$ cat src/rtl/evt_ring_pkg.sv
package evt_ring_pkg;
  localparam int unsigned TS_W  = 32;
  localparam int unsigned WID_W = 12;
  localparam int unsigned TM_W  = 32;
  localparam int unsigned ENG_W = 2;

  typedef struct packed {
    logic [TS_W-1:0]  ts;
    logic [WID_W-1:0] width;
    logic [TM_W-1:0]  capt;
  } evt_entry_t;
endpackage

$ cat src/rtl/evt_ring.sv
// One circular event buffer: write with overwrite-on-full, age retirement,
// combinational read port. DEPTH must be a power of two.
module evt_ring
  import evt_ring_pkg::*;
#(
  parameter int unsigned DEPTH   = 8,
  parameter int unsigned AGE_WIN = 1000,
  localparam int unsigned AW     = $clog2(DEPTH)
) (
  input  logic            clk,
  input  logic            rst_n,
  input  logic            clr,
  input  logic            wr_en,
  input  evt_entry_t      wr_entry,
  input  logic [TM_W-1:0] now,
  input  logic [AW-1:0]   rd_idx,
  output evt_entry_t      rd_entry,
  output evt_entry_t      newest,
  output logic            empty,
  output logic [AW-1:0]   head_o,
  output logic [AW-1:0]   tail_o
);
  evt_entry_t      mem_q [DEPTH];
  logic [AW-1:0]   head_q, tail_q, tail_nx, wr_ptr;
  logic [TM_W-1:0] age_d;
  logic            full, aged;

  assign tail_nx = tail_q + AW'(1);
  assign empty   = (head_q == tail_q);
  assign full    = (tail_nx == head_q);
  assign age_d   = now - mem_q[head_q].capt;
  assign aged    = !empty && (age_d >= TM_W'(AGE_WIN));
  assign wr_ptr  = clr ? '0 : tail_q;

  always_ff @(posedge clk) begin
    if (wr_en) mem_q[wr_ptr] <= wr_entry;
  end

  always_ff @(posedge clk or negedge rst_n) begin
    if (!rst_n) begin
      head_q <= '0;
      tail_q <= '0;
    end else if (clr) begin
      head_q <= '0;
      tail_q <= wr_en ? AW'(1) : '0;
    end else begin
      if (wr_en) tail_q <= tail_nx;
      if ((wr_en && full) || aged) head_q <= head_q + AW'(1);
    end
  end

  assign rd_entry = mem_q[rd_idx];
  assign newest   = mem_q[tail_q - AW'(1)];
  assign head_o   = head_q;
  assign tail_o   = tail_q;
endmodule

$ cat src/rtl/evt_ingress.sv
// Arrival filters: buffer routing, echo drop, timestamp regression clear.
module evt_ingress
  import evt_ring_pkg::*;
#(
  parameter int unsigned ALT_ENGINE = 2,
  parameter int unsigned DUP_MARGIN = 64,
  parameter int unsigned DUP_WIDTH  = 200
) (
  input  logic             clk,
  input  logic             rst_n,
  input  logic             valid,
  input  logic [ENG_W-1:0] engine,
  input  logic [TS_W-1:0]  ts,
  input  logic             alt_empty,
  input  evt_entry_t       alt_newest,
  output logic [1:0]       wr,
  output logic             clr
);
  logic [TS_W-1:0] last_ts_q, gap;
  logic            is_alt, echo;

  assign is_alt = (engine == ENG_W'(ALT_ENGINE));
  assign gap    = ts - alt_newest.ts;
  assign clr    = valid && (ts < last_ts_q);
  assign echo   = is_alt && !clr && !alt_empty && (gap < TS_W'(DUP_MARGIN))
                  && (alt_newest.width >= WID_W'(DUP_WIDTH));
  assign wr[0]  = valid && !is_alt;
  assign wr[1]  = valid && is_alt && !echo;

  always_ff @(posedge clk or negedge rst_n) begin
    if (!rst_n)     last_ts_q <= '0;
    else if (valid) last_ts_q <= ts;
  end
endmodule

$ cat src/rtl/evt_reader.sv
// Backward read walker: tail-1 down to head, valid/ready stream.
module evt_reader #(
  parameter int unsigned DEPTH = 8,
  localparam int unsigned AW   = $clog2(DEPTH)
) (
  input  logic               clk,
  input  logic               rst_n,
  input  logic               start,
  input  logic               sel,
  input  logic               clr,
  input  logic               rd_ready,
  input  logic [1:0][AW-1:0] head_v,
  input  logic [1:0][AW-1:0] tail_v,
  output logic [AW-1:0]      idx,
  output logic               sel_q,
  output logic               rd_valid
);
  logic          active_q;
  logic [AW-1:0] idx_q, stop_idx;

  assign stop_idx = head_v[sel_q] - AW'(1);
  assign rd_valid = active_q && (idx_q != stop_idx);
  assign idx      = idx_q;

  always_ff @(posedge clk or negedge rst_n) begin
    if (!rst_n) begin
      active_q <= 1'b0;
      idx_q    <= '0;
      sel_q    <= 1'b0;
    end else if (clr) begin
      active_q <= 1'b0;
    end else if (start) begin
      sel_q    <= sel;
      idx_q    <= tail_v[sel] - AW'(1);
      active_q <= 1'b1;
    end else if (!rd_valid) begin
      active_q <= 1'b0;
    end else if (rd_ready) begin
      idx_q <= idx_q - AW'(1);
    end
  end
endmodule

$ cat src/rtl/evt_ring_top.sv
module evt_ring_top
  import evt_ring_pkg::*;
#(
  parameter int unsigned DEPTH      = 8,
  parameter int unsigned AGE_WIN    = 1000,
  parameter int unsigned DUP_MARGIN = 64,
  parameter int unsigned DUP_WIDTH  = 200,
  parameter int unsigned ALT_ENGINE = 2,
  localparam int unsigned AW        = $clog2(DEPTH)
) (
  input  logic             clk,
  input  logic             rst_n,
  input  logic [TM_W-1:0]  now_i,
  input  logic             evt_valid,
  output logic             evt_ready,
  input  logic [ENG_W-1:0] evt_engine,
  input  logic [TS_W-1:0]  evt_ts,
  input  logic [WID_W-1:0] evt_width,
  input  logic             rd_start,
  input  logic             rd_sel,
  output logic             rd_valid,
  input  logic             rd_ready,
  output logic [TS_W-1:0]  rd_ts,
  output logic [WID_W-1:0] rd_width,
  output logic [TM_W-1:0]  rd_capt
);
  logic [1:0]         wr;
  logic               clr, sel_q;
  logic [1:0]         empty_v;
  logic [1:0][AW-1:0] head_v, tail_v;
  logic [AW-1:0]      rd_idx;
  evt_entry_t         wr_entry;
  evt_entry_t         newest_v [2];
  evt_entry_t         rd_e     [2];
  evt_entry_t         cur;

  assign evt_ready = 1'b1;
  assign wr_entry  = '{ts: evt_ts, width: evt_width, capt: now_i};

  evt_ingress #(
    .ALT_ENGINE(ALT_ENGINE), .DUP_MARGIN(DUP_MARGIN), .DUP_WIDTH(DUP_WIDTH)
  ) u_ingress (
    .clk(clk), .rst_n(rst_n), .valid(evt_valid), .engine(evt_engine),
    .ts(evt_ts), .alt_empty(empty_v[1]), .alt_newest(newest_v[1]),
    .wr(wr), .clr(clr)
  );

  for (genvar g = 0; g < 2; g++) begin : g_ring
    evt_ring #(.DEPTH(DEPTH), .AGE_WIN(AGE_WIN)) u_ring (
      .clk(clk), .rst_n(rst_n), .clr(clr), .wr_en(wr[g]),
      .wr_entry(wr_entry), .now(now_i), .rd_idx(rd_idx),
      .rd_entry(rd_e[g]), .newest(newest_v[g]), .empty(empty_v[g]),
      .head_o(head_v[g]), .tail_o(tail_v[g])
    );
  end

  evt_reader #(.DEPTH(DEPTH)) u_reader (
    .clk(clk), .rst_n(rst_n), .start(rd_start), .sel(rd_sel), .clr(clr),
    .rd_ready(rd_ready), .head_v(head_v), .tail_v(tail_v),
    .idx(rd_idx), .sel_q(sel_q), .rd_valid(rd_valid)
  );

  assign cur      = sel_q ? rd_e[1] : rd_e[0];
  assign rd_ts    = cur.ts;
  assign rd_width = cur.width;
  assign rd_capt  = cur.capt;
endmodule

$ cat config.mk
export PLATFORM = sky130hd
export DESIGN_NAME = evt_ring_top
export DESIGN_NICKNAME = d
export VERILOG_FILES = /design/src/rtl/evt_ring_pkg.sv /design/src/rtl/evt_ring.sv /design/src/rtl/evt_ingress.sv /design/src/rtl/evt_reader.sv /design/src/rtl/evt_ring_top.sv
export SDC_FILE = /design/constraint.sdc
export NUM_CORES = 1
export LEC_CHECK = 0
export ABC_CLOCK_PERIOD_IN_PS = 25000
export BUFFER_PORTS_ARGS = -buffer_cell sky130_fd_sc_hd__buf_2
export CORE_UTILIZATION = 55
export DETAILED_ROUTE_END_ITERATION = 6
export GPL_ROUTABILITY_DRIVEN = 0
export HOLD_SLACK_MARGIN = 0.05
export PLACE_DENSITY = 0.72
export SYNTH_ARGS = -nofsm -noshare
export SYNTH_HDL_FRONTEND = slang
export SYNTH_SLANG_ARGS = --single-unit
$ cat constraint.sdc
create_clock -name clk -period 25 [get_ports clk]
set_input_delay 3.75 -clock clk [delete_from_list [all_inputs] [get_ports clk]]
set_output_delay 3.75 -clock clk [all_outputs]
set_load 0.03 [all_outputs]
==> results.toml <==
[routing]
post_drt_wl_per_cell_um = 31.0
dr.pass1.iters = 7
initialDrtViolationCount = 4241
vias_per_cell = 6.91
drtAntennaViolNets = 0
routed_wl_um = 154000
dr_total_vias = 34329
drc = 1

[timing]
fin_skew_ns = 0.0262
fmax_ghz = 0.113
hold_violations = 0
setup_viol = 0
tns_ns = 0
fin_crit_ns = 8.89
relSlewSlack = 0.206
drv_slew = 0
rsz0062_at_grt = "false"
min_period_over_period = 0.355
worstMarginPinSlew_ns = 1.19
postLayoutSetupSlackWorst_ns = 16.11

[floorplan]
start_util = 0.558
die_h_um = 333
die_area_um2 = 111000
fp.dieW_um = 333
core.rowCount = 120
io_pins = 162
core-area_um2 = 108000

[power_and_ir_drop]
swShare = 0.361
pwr-share-clk = 0.249
power_frac_comb = 0.420
ir_drop_v = 0.0000944
power_mw = 7.80
seqPwrFrac = 0.331
power.density_nw_per_um2 = 117
power.net_switching_mw = 2.82
leakage_nw = 22.1
p_int_mw = 4.99

[clock_tree]
cts_setup_buffers = 0
h-tree-depth = 4
cts.sinks = 1265
cts_tree = "done"
hold_buffers = 0
clk_pin_slew_ns = 0.06
clockBufferDepth = 3
post_cts_resized = 0
cts_root_buffer = "clkbuf_16"
worstSkewPairLatency_ns = 0.75
cts_buffers = 134

[setup_path]
setup.worst_path.start_class = "flip-flop"
timing.rr.start = "g_ring[1].u_ring.tail_o[0]"
worstSetupPathType = "flip-flop to output pin"
cp-startpoint = "u_reader.idx[1]"
cp.arrival_ns = 5.14
cp_max_fo = 71
critPathMaxStageDelay_ns = 1.06
critPathRequiredTime_ns = 21.25
crit_slowest_cell = "buf_4"
cp_top_family = "buffers and inverters"
worst_setup_path_end_kind = "output pin"
crit_chain = "buf_4 -> buf_4 -> mux4_2 -> mux4_2 -> buf_2"
worst-path-buf-inv = 3

[worst_hold_path]
min-delay-start = "u_ingress.last_ts_q[0]"
hold_class = "flip-flop to flip-flop"

[grt]
grt_max_degree = 118
overflow = 0
grt_pass1_vias = 35585
antenna_found_initial = 14
grt_pass1_wl_um = 229000
grt_usage = 0.282

[logic_synthesis]
synth-edff-count = 1216
async_flop_share = 0.0387
synthCells = 3289
ys_seq_elements = 1265
syn_avg_cell_area_um2 = 18.3
yosys.cell_types.count = 83
synth_top_area_share = 0.607
yosys_warnings = 0
seq_area_frac_synth = 0.628
synthesis.area_um2 = 60100
ys.flop_type = "edfxtp_1"
syn_nets = 3505
yosysMostFrequentCell = "edfxtp_1"
synth_common_cells = "edfxtp_1 (1216), mux4_2 (572), clkbuf_1 (134)"
synth_area_leaders = "edfxtp_1 (61%), mux4_2 (21%), ha_1 (2.7%), dfrtp_1 (2.0%), mux2i_1 (1.9%)"
synth.largest_area_cell = "edfxtp_1"

[finish]
instances_no_fill = 4966
drive_above_1_share = 0.290
nets = 3672
nFillCells = 7341
syn_to_final_growth_pct = 11.2

[place]
dp_cells = 4723
pre_cts_slack_ns = 16.37
portBuffers = 160
dp_hpwl_um = 91300

[flow_run]
cap_viol_max_count = 0

[run_status]
violations = "DRC"
status = "complete, but fails checks"
[power by group through the flow]
stage | combinational [mW] | sequential [mW] | clock [mW]
final | 3.28 | 2.59 | 1.94
after global placement | 3.19 | 2.63 | 0
after CTS | 3.26 | 2.59 | 1.97
after global routing | 3.47 | 2.61 | 2.04
after detailed placement | 3.24 | 2.64 | 0
after floorplan | 2.49 | 2.49 | 0
[cell usage in the layout (no fill, tap or decap), types with 34 or more instances in the layout]
cell type  netlist  routed
o21ai_0         98      98
edfxtp_1      1216    1216
xnor2_1         34      34
nand2_1        124     124
inv_1           73      73
buf_4            2      57
clkbuf_16        0     138
ha_1           130     129
buf_2            3     160
a21oi_1        117     117
dfrtp_1         49      38
mux4_2         572     572
mux2i_1        112     112
nor2_1         103      93
[layout make-up]
| type | instances | area (µm²) | share of cell area |
|---|---|---|---|
| diodes | 2 | 5.00 | 0.0000749 |
| clock buffers | 167 | 3580 | 0.0536 |
| clock inverters | 74 | 682 | 0.0102 |
| inverters | 73 | 274 | 0.00410 |
| multi-input cells | 1764 | 21500 | 0.322 |
| flip-flops and latches | 1265 | 37800 | 0.565 |
| well taps | 1403 | 1760 | 0.0263 |
| repair buffers | 218 | 1250 | 0.0187 |
[state kept, by name, summed over array words and instances (netlist names)]
name,flops
u_reader.sel_q,1
u_reader.active_q,1
u_ingress.last_ts_q,32
u_reader.idx,3
g_ring.u_ring.tail_o,6
g_ring.u_ring.head_o,6
g_ring.u_ring.mem_q,1216
[worst register-to-register path: cells and delay by family (launching register included)]
kind | cells | cell delay, ns
AOI/OAI and AO/OA | 3 | 0.85
xor gates and xnor gates | 1 | 0.22
adders and majority gates | 2 | 1.20
buffers and inverters | 3 | 1.65
DFF | 1 | 0.63
muxes | 2 | 0.43
and+or+nand+nor | 8 | 1.76
[cell families after synthesis]
logic type      share of synthesized area
simple gates                       0.0373
buf+inv                            0.0164
fa+ha+maj                          0.0277
other cells                     0.0000624
xor+xnor                          0.00960
mux                                 0.235
compound gates                     0.0461
flops                               0.628
[per-layer routing]
| layer | global-route usage | share of wire | up-vias |
|---|---|---|---|
| met1 | 0.378 | 0.39 | 17927 |
| met5 | 0 | 0.00076 | - |
| li1 | - | - | 14180 |
| met3 | 0.0545 | 0.085 | 346 |
| met2 | 0.462 | 0.49 | 1858 |
| met4 | 0.101 | 0.034 | 18 |
[final timing paths]
check | endpoint | slack, ns | cells after the start
min reg2reg | u_ingress.last_ts_q[0] | 0.52 | 1
max reg2reg | g_ring[1].u_ring.mem_q[5][50] | 17.84 | 19
min | u_ingress.last_ts_q[0] | 0.52 | 1
min in group asynchronous | u_ingress.last_ts_q[16] | 3.17 | 2
max in group asynchronous | u_reader.idx[1] | 21.22 | 2
max | rd_width[9] | 16.11 | 5
[metrics by stage]
step	area [µm²]	util	hold slack, ns
after floorplan	60100	-	0.482
after global placement	62600	0.581	0.496
after detailed placement	62600	0.581	0.497
after CTS	66800	0.621	0.516
after global routing	66800	0.621	0.536
final	66800	0.621	0.518
Note: power is estimated with default switching activity, not from simulation.
